<file path="src/rtl/ols_pkg.sv">
package ols_pkg;
  // number of check rows added per level of correction capability
  localparam int unsigned CorrLevels = 1;

  function automatic int unsigned n_checks(input int unsigned m);
    return 2 * CorrLevels * m;
  endfunction
endpackage

</file>
<file path="src/rtl/ols_row_enc.sv">
module ols_row_enc #(
  parameter int unsigned M = 4,
  localparam int unsigned K = M * M
) (
  input  logic         clk_i,
  input  logic         rst_ni,
  input  logic [K-1:0] data_i,
  output logic [M-1:0] row_o
);
  for (genvar r = 0; r < M; r++) begin : g_row
    assign row_o[r] = ^data_i[r*M +: M];
  end

  // every data bit sits in exactly one row, so row parities fold to word parity
  p_row_fold_r1 : assert property (@(posedge clk_i) disable iff (!rst_ni)
    (^row_o) == (^data_i));
endmodule

</file>
<file path="src/rtl/ols_col_enc.sv">
module ols_col_enc #(
  parameter int unsigned M = 4,
  localparam int unsigned K = M * M
) (
  input  logic         clk_i,
  input  logic         rst_ni,
  input  logic [K-1:0] data_i,
  output logic [M-1:0] col_o
);
  for (genvar j = 0; j < M; j++) begin : g_col
    logic [M-1:0] taps;
    for (genvar i = 0; i < M; i++) begin : g_tap
      assign taps[i] = data_i[i*M + j];
    end
    assign col_o[j] = ^taps;
  end

  // each data bit sits in exactly one column
  p_col_fold_r2 : assert property (@(posedge clk_i) disable iff (!rst_ni)
    (^col_o) == (^data_i));
endmodule

</file>
<file path="src/rtl/ols_rail_chk.sv">
module ols_rail_chk #(
  parameter int unsigned N = 8,
  localparam int unsigned H = N / 2
) (
  input  logic         clk_i,
  input  logic         rst_ni,
  input  logic [N-1:0] chk_i,
  output logic [1:0]   rail_o
);
  // disjoint halves, no shared gate between the rails
  assign rail_o[1] = ^chk_i[H-1:0];
  assign rail_o[0] = ^chk_i[N-1:H];

  // rails disagree exactly when the whole vector has odd weight
  p_rail_odd_r6 : assert property (@(posedge clk_i) disable iff (!rst_ni)
    (rail_o[1] ^ rail_o[0]) == (^chk_i));
endmodule

</file>
<file path="src/rtl/ols_sc_enc.sv">
module ols_sc_enc #(
  parameter int unsigned M       = 4,
  parameter int unsigned K       = 16,
  parameter bit          REG_OUT = 1'b1,
  localparam int unsigned NC     = ols_pkg::n_checks(M)
) (
  input  logic          clk_i,
  input  logic          rst_ni,
  input  logic [K-1:0]  data_i,
  output logic [NC-1:0] chk_o,
  output logic [1:0]    rail_o,
  output logic          err_o
);
  if (K != M * M) begin : g_bad_width
    $error("ols_sc_enc: K must equal M*M (R9)");
  end

  logic [M-1:0]  row_chk;
  logic [M-1:0]  col_chk;
  logic [NC-1:0] enc_chk;
  logic          err_d;
  logic          live_q;

  ols_row_enc #(.M(M)) u_row (
    .clk_i (clk_i), .rst_ni (rst_ni), .data_i (data_i), .row_o (row_chk)
  );

  ols_col_enc #(.M(M)) u_col (
    .clk_i (clk_i), .rst_ni (rst_ni), .data_i (data_i), .col_o (col_chk)
  );

  assign enc_chk = {col_chk, row_chk};

  if (REG_OUT) begin : g_reg
    logic [NC-1:0] chk_d;
    logic [NC-1:0] chk_q;

    always_comb begin
      chk_d = enc_chk;
    end

    always_ff @(posedge clk_i or negedge rst_ni) begin
      if (!rst_ni) chk_q <= '0;
      else         chk_q <= chk_d;
    end

    assign chk_o = chk_q;

    p_chk_reg_r5 : assert property (@(posedge clk_i) disable iff (!rst_ni)
      live_q |-> (chk_o == $past(enc_chk)));
  end else begin : g_comb
    assign chk_o = enc_chk;
  end

  ols_rail_chk #(.N(NC)) u_chk (
    .clk_i (clk_i), .rst_ni (rst_ni), .chk_i (chk_o), .rail_o (rail_o)
  );

  always_comb begin
    err_d = rail_o[1] ^ rail_o[0];
  end

  always_ff @(posedge clk_i or negedge rst_ni) begin
    if (!rst_ni) begin
      err_o  <= 1'b0;
      live_q <= 1'b0;
    end else begin
      err_o  <= err_d;
      live_q <= 1'b1;
    end
  end

  p_err_flag_r7 : assert property (@(posedge clk_i) disable iff (!rst_ni)
    live_q |-> (err_o == $past(rail_o[1] != rail_o[0])));
endmodule

</file>
<file path="config.mk">
export PLATFORM = sky130hd
export DESIGN_NAME = ols_sc_enc
export DESIGN_NICKNAME = d
export VERILOG_FILES = /design/src/rtl/ols_pkg.sv /design/src/rtl/ols_row_enc.sv /design/src/rtl/ols_col_enc.sv /design/src/rtl/ols_rail_chk.sv /design/src/rtl/ols_sc_enc.sv
export SDC_FILE = /design/constraint.sdc
export NUM_CORES = 1
export LEC_CHECK = 0
export ABC_AREA = 1
export BUFFER_PORTS_ARGS = -buffer_cell sky130_fd_sc_hd__buf_4
export CAP_MARGIN = 10
export CORE_UTILIZATION = 43
export CTS_CLUSTER_DIAMETER = 200
export DETAILED_ROUTE_END_ITERATION = 16
export PLACE_DENSITY_LB_ADDON = 0.2
export SLEW_MARGIN = 25
export SYNTH_ARGS = -nofsm -noshare
export SYNTH_HDL_FRONTEND = slang
export SYNTH_SLANG_ARGS = --single-unit
</file>
<file path="constraint.sdc">
create_clock -name clk_i -period 1 [get_ports clk_i]
set_input_delay 0.1 -clock clk_i [delete_from_list [all_inputs] [get_ports clk_i]]
set_output_delay 0.1 -clock clk_i [all_outputs]
set_load 0.01 [all_outputs]
</file>
# [After elaboration in Yosys (flattened, before gate mapping)]
# Index checks and enable logic that the tools add are counted.
[op_classes] n_addsub=0 multipliers=0 div=0 magnitude_cmp=0 n_eq_ne=0 shifts=0 mux=0 bitwise=1 reduce_logical=10
[ops] operator="4-bit parity" n=10
[ops] operator="1-bit bitwise XOR" n=1
[word_totals] regBits=9 latch_bits=0 mem_bits_rw=0 rom_bits=0 out_inout_bits=11 word_cells=13 mem_count=0

# [Depth between registers and ports, before layout]
# Gate-level depths: netlist (run 1).
[logic_depth] word_depth=2 ltp_mapped=8 depth_no_buf=8

# [By module]
# Synthesis (run 1) repeated with hierarchy kept, for this count alone.
[unflattened] cells_unflattened=204 hier_area_um2=982.2
[modules_own_cells] mod="ols_col_enc" instances=1 cells_per_inst=76 area_each_um2=295.3 seq_area_each_um2=0.0
[modules_own_cells] mod="ols_row_enc" instances=1 cells_per_inst=76 area_each_um2=295.3 seq_area_each_um2=0.0
[modules_own_cells] mod="ols_sc_enc" instances=1 cells_per_inst=14 area_each_um2=244.0 seq_area_each_um2=225.2
[modules_own_cells] mod="ols_rail_chk" instances=1 cells_per_inst=38 area_each_um2=147.6 seq_area_each_um2=0.0

# [Worst setup path before layout (run 1)]
# OpenSTA, ideal clock, no wires.
[synth_path] path_type="reg2reg" start="reg g_reg.chk_q[4] (netlist: chk_o[4])" end="reg err_o" arrival_ps=854 required_time_ps=884 slack_ps=29 stages_incl_launch_ff=9 synth_period_minus_slack_ps=971 cell_sequence="dfrtp_1 inv_1 nand2_1 nand2_2 inv_1 nand2_1 nand2_2 nand2_1 nand2_1"
[synth_between] elab_chain_cells=2
[synth_lines] element="start: declaration" line="ols_sc_enc.sv:36" source="logic [NC-1:0] chk_q;"
[synth_lines] element="start signal: assignment" line="ols_sc_enc.sv:44" source="else chk_q <= chk_d;"
[synth_lines] element="4-bit parity" line="ols_rail_chk.sv:12" source="assign rail_o[0] = ^chk_i[N-1:H];"
[synth_lines] element="net rail_o[0]" line="ols_sc_enc.sv:11" source="output logic [1:0] rail_o,"
[synth_lines] element="1-bit bitwise XOR" line="ols_sc_enc.sv:60" source="err_d = rail_o[1] ^ rail_o[0];"
[synth_lines] element="net err_d" line="ols_sc_enc.sv:21" source="logic err_d;"
[synth_lines] element="end signal: assignment" line="ols_sc_enc.sv:68" source="err_o <= err_d;"
[synth_lines] element="end: declaration" line="ols_sc_enc.sv:12" source="output logic err_o"
# The timed path passes the listed nets, and every way through them passes these cells.

# [Worst setup path after layout (run 1)]
[layout_path] start="reg g_reg.chk_q[2] (netlist: chk_o[2])" end="out rail_o[1]"
[layout_between] elab_chain_cells=1
[layout_lines] element="4-bit parity" line="ols_rail_chk.sv:11" source="assign rail_o[1] = ^chk_i[H-1:0];"
[layout_lines] element="end: declaration" line="ols_sc_enc.sv:11"
# Every way passes these cells.

==> Implementation_results.wiki, run 1 <==
{| class="wikitable"
! Metric !! Value
|-
| Kind of critical path || reg -> out
|-
| Placement-stage cell area || a little over 800 sq um
|-
| Ordered cell list for the critical path || nor2_2, inv_1, nand2_1, nand2_1, nand2_2, buf_6
|-
| Number of diodes added for antenna fixing || 0
|-
| Wire length after detailed routing || around 1100 um
|-
| Length of the first detailed-routing pass in iterations || 4
|-
| Warning count from the yosys run || 0
|-
| Met1 Wirelength || between 300 and 400 um
|-
| Sequential share of the synthesized area || 0.379
|-
| CTS tree || built
|-
| Antenna violation net count after detailed routing || 0
|-
| Outcome || finished with violations
|-
| Num ports || 29
|-
| Clock Latency Late Sink || between 200 and 300 ps
|-
| Post-layout net count || roughly 130
|-
| Hold/Removal Path Class || in -> reg
|-
| Critical path launch point type || register
|-
| DRC errors left || 0
|-
| Beginning of the worst hold path || data_i[1]
|-
| CP peak stage delay || 410 ps
|-
| Minimum period implied by the final worst setup slack || approximately 1300 ps
|-
| Launching instance or port of the critical path || chk_o[2]$_DFF_PN0_
|-
| Register-to-Register Setup Slack || -80 ps
|-
| Number of antenna violations at the first check in global routing || 0
|-
| Initial core utilization || 0.463
|-
| Area of the core region || about 1300 sq um
|-
| RSZ-0062 raised after global routing || yes
|-
| Fraction of layout instances using a drive strength above 1 || 0.374
|-
| Maximum buffer depth of the clock tree || 2
|-
| Placed Instances || roughly 120
|-
| Placement row count || 13
|-
| Total routing resource utilization after global routing || 0.164
|-
| Transition time at the pin with the least slew margin || 198 ps
|-
| Worst flop-to-flop path endpoint || err_o$_DFF_PN0_
|-
| Capture endpoint of the worst hold path || chk_o[0]$_DFF_PN0_
|-
| Ratio of final minimum period to clock period || 1.25
|-
| Metal2 WL || 639 um
|-
| Mean instance size in the synthesized netlist || 8.25 sq um
|-
| Netlist cell types || 7
|-
| Layout filler cell count || 124
|-
| Global-route wire length before repair || about 1600 um
|-
| Number of global-route vias before repair || about 420
|-
| Post-synth design cell area || approximately 590 sq um
|-
| Largest net degree at the start of global routing || 10
|-
| Max Fclk || roughly 0.80 GHz
|-
| Master of the slowest instance on the critical path || sky130_fd_sc_hd__dfrtp_1
|-
| Fin. Hold Viols || 0
|-
| Count of routing violations after the opening detailed-route iteration || 5
|-
| Register-to-Register Path Depth || 7
|-
| Final Cell Area || between 800 and 900 sq um
|-
| Final cell count without fillers || between 100 and 150
|-
| Via density per instance || between 4 and 5
|-
| Placement-stage worst setup slack || about 2.4 ps
|-
| P_leak || about 0.47 nW
|-
| Maxcap violations || 0
|-
| Vert. Die Dim || around 39 um
|-
| Worst Clk Skew || 1.09 ps
|-
| Total of flip-flops plus latches after synthesis || 9
|-
| Cell at the root of the clock tree || sky130_fd_sc_hd__clkbuf_4
|-
| TritonCTS buffer count || 3
|-
| Mean routed wirelength per cell || between 8 and 9 um
|-
| Largest fanout of any net on the critical path || 3
|-
| Clock Sinks || 9
|-
| Failing checks || negative setup slack
|-
| Slack of the critical path || -252 ps
|-
| Setup TNS || -572 ps
|-
| Die width || between 30 and 40 um
|-
| Largest voltage drop on the vdd net || approximately 0.00069 V
|-
| Crit Reg-Reg Startpoint || chk_o[2]$_DFF_PN0_
|-
| Number of cells produced by synthesis || 72
|-
| Port Buffer Count || 28
|-
| Gpl congestion || approximately 0.66
|-
| Final-report setup violation count || 3
|-
| Highest layer used for signal routing || met3
|-
| Global-route congestion overflow total || 0
|-
| Max-slew headroom || 0.867
|-
| Clock input transition at the sequential cells of the worst setup and hold paths || 60 ps
|-
| Worst hold slack || ~160 ps
|-
| Area growth, synth to finish || 50.7%
|-
| Final core utilization || 0.697
|-
| Critical path capture point type || output pin
|-
| Signal arrival time at the worst endpoint || ~1200 ps
|-
| Die area || 1530 sq um
|-
| Worst hold stages || 3
|-
| Most common cell type on the critical path || sky130_fd_sc_hd__nand2_1
|-
| Final HPWL DP || between 800 and 900 um
|-
| Mapped Nets || 90
|-
| Via count || approximately 530
|-
| CP Data Required Time || 900 ps
|-
| Overall power consumption || ~1.6 mW
|-
| Power per standard cell area || 1790 nW/um^2
|-
| Pins over their slew limit || 0
|-
| Met3 WL || ~56 um
|-
| Maximum level of the CTS H-tree || 1
|}
==> state kept, by name (all words and copies together) (netlist names) <==
signal  cells
err_o       1
chk_o       8
==> cell usage after synthesis <==
cell                      number  area share
sky130_fd_sc_hd__nand2_1      22        0.14
sky130_fd_sc_hd__xnor2_1      17        0.25
sky130_fd_sc_hd__dfrtp_1       9        0.38
sky130_fd_sc_hd__inv_1         9       0.057
sky130_fd_sc_hd__xor2_1        8        0.12
sky130_fd_sc_hd__nor2_1        4       0.025
sky130_fd_sc_hd__nand2_2       3       0.032
==> layer usage <==
layer / GRT usage / vias to the layer above
met5: 0 / -
met4: 0.0517 / 0
met3: 0.0347 / 0
met2: 0.317 / 19
met1: 0.172 / 229
li1: - / 281
==> layout make-up <==
cell class,instances,area [sq um],share of cell area
clock buffer,4,26.3,0.0293
inverter,9,33.8,0.0377
multi-input combinational,54,345,0.385
sequential,9,225,0.251
tap,15,18.8,0.0209
timing repair buffer,31,246,0.275
==> logic make-up (layout without fill, tap and decap cells) <==
group         after synthesis  count (layout)  synth area share
simple gates               29              29             0.196
xor+xnor                   25              25             0.368
flops                       9               9             0.379
buf+inv                     9              44            0.0568
==> critical path: cells and delay by family (launching register included) <==
kind	cells	cell delay (ps)
and+or+nand+nor	4	360
DFF	1	410
buffers and inverters	2	150
==> repair_timing <==
item | 4_1_cts | 5_1_grt
buffers inserted | 1 | 1
pin swaps | 3 | 1
setup endpoints to repair | 2 | 3
gates resized for setup | 4 | 3
hold endpoints to repair | 9 | 0
hold buffers | 1 | 0
==> power by group <==
group          switching (mW)  internal, mW
Sequential             0.0686         0.450
Clock                   0.111         0.153
Combinational           0.378         0.441
==> how the worst max path moves through the flow <==
stage	cells after the start	end	slack, ps
CTS	6	rail_o[1]	-260
global placement	6	rail_o[1]	30
detailed placement	6	rail_o[1]	2
finish	6	rail_o[1]	-250
floorplan	8	err_o$_DFF_PN0_	30
global route	6	rail_o[1]	-320
==> cells in the final DEF, fill, tap and decap left out <==
| master | synthesis | final |
|---|---|---|
| sky130_fd_sc_hd__dlygate4sd3_1 | 0 | 1 |
| sky130_fd_sc_hd__buf_6 | 0 | 3 |
| sky130_fd_sc_hd__clkbuf_4 | 0 | 3 |
| sky130_fd_sc_hd__xor2_1 | 8 | 8 |
| sky130_fd_sc_hd__dfrtp_1 | 9 | 9 |
| sky130_fd_sc_hd__buf_4 | 0 | 27 |
| sky130_fd_sc_hd__nand2_1 | 22 | 22 |
| sky130_fd_sc_hd__inv_1 | 9 | 9 |
| sky130_fd_sc_hd__xnor2_1 | 17 | 17 |
| sky130_fd_sc_hd__clkbuf_1 | 0 | 1 |
| sky130_fd_sc_hd__nand2_2 | 3 | 3 |
| sky130_fd_sc_hd__nor2_2 | 0 | 4 |
(Power assumes the default switching activity.)
==> run 2, diff against run 1 <==
--- a/config.mk
+++ b/config.mk
@@ -8,11 +8,13 @@
 export ABC_AREA = 1
 export BUFFER_PORTS_ARGS = -buffer_cell sky130_fd_sc_hd__buf_4
 export CAP_MARGIN = 10
-export CORE_UTILIZATION = 43
+export CORE_AREA = 2 2 39 41
 export CTS_CLUSTER_DIAMETER = 200
 export DETAILED_ROUTE_END_ITERATION = 16
+export DIE_AREA = 0 0 41 43
 export PLACE_DENSITY_LB_ADDON = 0.2
 export SLEW_MARGIN = 25
 export SYNTH_ARGS = -nofsm -noshare
 export SYNTH_HDL_FRONTEND = slang
 export SYNTH_SLANG_ARGS = --single-unit
+export TNS_END_PERCENT = 30
==> constraint.sdc (replaced) <==
create_clock -name clk_i -period 1.55 [get_ports clk_i]
set_input_delay 0.155 -clock clk_i [delete_from_list [all_inputs] [get_ports clk_i]]
set_output_delay 0.155 -clock clk_i [all_outputs]
set_load 0.01 [all_outputs]
==> run 2 against run 1 <==
Against the previous run:
- the run now ends clean
- critical path type unchanged
- via count is 1.1% lower
- design area is 3.8% lower
- sequential share of layout area is 0.99 points higher
- clock-buffer cell count is 1 lower
- wire length is 2.8% lower
- highest routed layer is now met4
==> Implementation_results.wiki, run 2 (synthesized netlist as in run 1, its figures left out) <==
{| class="wikitable"
! Metric !! Value
|-
| Largest voltage drop on the vdd net || roughly 0.00039 V
|-
| Global-route congestion overflow total || 0
|-
| P_leak || roughly 0.46 nW
|-
| Wire length after detailed routing || 1040 um
|-
| Power per standard cell area || about 1100 nW/um^2
|-
| Internal power summed over all cells || between 0.6 and 0.7 mW
|-
| Overall power consumption || between 0.9 and 1 mW
|-
| Critical path capture point type || output pin
|-
| Number of global-route vias before repair || just under 500
|-
| Cell at the root of the clock tree || sky130_fd_sc_hd__clkbuf_4
|-
| Final-report setup violation count || 0
|-
| Length of the first detailed-routing pass in iterations || 2
|-
| Commonest cells after routing, fill and taps aside || sky130_fd_sc_hd__buf_4 (28), sky130_fd_sc_hd__nand2_1 (22), sky130_fd_sc_hd__xnor2_1 (17)
|-
| Master of the slowest instance on the critical path || sky130_fd_sc_hd__dfrtp_1
|-
| Max-slew headroom || 0.865
|-
| Number of antenna violations at the first check in global routing || 0
|-
| Ordered cell list for the critical path || nand2_1, inv_1, nor2_1, nand2_1, nand2_2, buf_4
|-
| Most common cell type on the critical path || sky130_fd_sc_hd__nand2_1
|-
| Net Switching || 0.348 mW
|-
| Mean routed wirelength per cell || ~8.6 um
|-
| Max Fclk || 0.760 GHz
|-
| CTS tree || built
|-
| Fraction of layout instances using a drive strength above 1 || 0.333
|-
| Layout filler cell count || 133
|-
| Minimum period implied by the final worst setup slack || 1320 ps
|-
| TritonCTS buffer count || 3
|-
| Clock Latency Late Sink || ~260 ps
|-
| Total routing resource utilization after global routing || 0.151
|-
| Signal arrival time at the worst endpoint || 1160 ps
|-
| Initial core utilization || 0.429
|-
| Buffering stage count on the worst path with inverters included || 2
|-
| Worst Clk Skew || 2.76 ps
|-
| Family of cells with the greatest summed delay on the critical path || flip-flops
|-
| Clock input transition at the sequential cells of the worst setup and hold paths || roughly 60 ps
|-
| Area growth, synth to finish || 45.1%
|-
| Ratio of final minimum period to clock period || 0.849
|-
| Placement row count || 14
|-
| Fraction of power consumed by the clock network || 0.180
|-
| Maxcap violations || 0
|-
| Hold/Removal Path Class || in -> reg
|-
| Fraction of power consumed by combinational cells || 0.482
|-
| Setup TNS || 0 ps
|-
| Largest fanout of any net on the critical path || 3
|-
| Pins over their slew limit || 0
|-
| Maximum level of the CTS H-tree || 1
|-
| Gpl congestion || 0.685
|-
| Portion of total power attributed to sequential cells || 0.338
|-
| Max FFs per register || 8
|-
| RSZ-0062 raised after global routing || no
|-
| Final cell count without fillers || 121
|-
| Area of the core region || 1380 sq um
|-
| Switching share of total power || 0.357
|-
| Number of diodes added for antenna fixing || 0
|-
| Kind of critical path || reg -> out
|-
| Die area || approximately 1800 sq um
|-
| Vert. Die Dim || roughly 43 um
|-
| Largest net degree at the start of global routing || 10
|-
| DRC errors left || 0
|-
| Via density per instance || 4.32
|-
| Global-route wire length before repair || around 1700 um
|-
| Critical path launch point type || register
|-
| CP Data Required Time || 1390 ps
|-
| Fin. Hold Viols || 0
|-
| Post-CTS Setup Repair Bufs || 0
|-
| Antenna violation net count after detailed routing || 0
|-
| Most common cell after layout, fill and taps aside || sky130_fd_sc_hd__buf_4
|-
| Num ports || 29
|-
| Final core utilization || 0.623
|-
| CP peak stage delay || about 390 ps
|-
| Outcome || finished, final reports clean
|-
| Via count || about 520
|-
| Maximum buffer depth of the clock tree || 2
|-
| Port Buffer Count || 28
|-
| Placed Instances || between 100 and 150
|-
| Clock Sinks || 9
|-
| Final HPWL DP || 941 um
|-
| Post-layout net count || 124
|-
| Transition time at the pin with the least slew margin || 201 ps
|-
| Die width || approximately 40 um
|-
| Count of routing violations after the opening detailed-route iteration || 3
|}
run 2: changes by cell type in the layout (fill, tap and decap cells not counted):
cell | before | now
sky130_fd_sc_hd__nor2_2 | 4 | 0
sky130_fd_sc_hd__clkbuf_1 | 1 | 0
sky130_fd_sc_hd__buf_6 | 3 | 0
sky130_fd_sc_hd__nor2_1 | 0 | 4
sky130_fd_sc_hd__buf_4 | 27 | 28
sky130_fd_sc_hd__clkinv_2 | 0 | 1
run 2: final timing paths:
kind | slack [ps] | cells after the start | startpoint | endpoint
worst min register to register | 730 | 5 | chk_o[0]$_DFF_PN0_ | err_o$_DFF_PN0_
worst min-delay path | 210 | 3 | data_i[9] | chk_o[5]$_DFF_PN0_
max in group asynchronous | 1180 | 2 | rst_ni | chk_o[3]$_DFF_PN0_
worst max-delay path | 230 | 6 | chk_o[6]$_DFF_PN0_ | rail_o[0]
min in group asynchronous | 250 | 2 | rst_ni | chk_o[2]$_DFF_PN0_
worst max register to register | 590 | 8 | chk_o[4]$_DFF_PN0_ | err_o$_DFF_PN0_
run 2: cell type report:
type | instances | area [sq um] | area share
Clock buffer | 3 | 22.5 | 0.0261
Multi-Input combinational cell | 54 | 335 | 0.389
Clock inverter | 1 | 5.00 | 0.00581
Inverter | 9 | 33.8 | 0.0392
Sequential cell | 9 | 225 | 0.261
Tap cell | 16 | 20.0 | 0.0232
Timing Repair Buffer | 29 | 220 | 0.255
run 2: routing by layer:
layer	vias up	part of all wire	GRT usage
li1	276	-	-
met1	225	0.34	0.134
met2	20	0.58	0.263
met3	2	0.062	0.0314
met4	0	0.020	0.120
met5	-	0	0
run 2: through the flow:
step                      instance area [sq um]  hold WS, ps  setup slack (ps)
after floorplan                             594         -141               579
after global placement                      825        -23.3               530
final                                       862          207               234
after global routing                        862          226              88.6
after CTS                                   862          201               215
after detailed placement                    825        -23.1               511
run 2: repair_timing:
action,4_1_cts,5_1_grt
endpoints found under the hold margin,9,0
hold buffers,1,0
gates resized for setup,0,0
run 2: worst register-to-register path, delay by kind of cell (launching register included):
family | cells | cell delay (ps)
flip-flops | 1 | 390
AND/OR/NAND/NOR | 6 | 360
buffers and inverters | 2 | 110
run 2: power groups by stage:
stage	registers, mW	logic, mW	clock network (mW)
finish	0.329	0.469	0.175
CTS	0.329	0.477	0.183
floorplan	0.358	0.241	0
global placement	0.330	0.465	0
global route	0.335	0.529	0.186
detailed placement	0.333	0.475	0
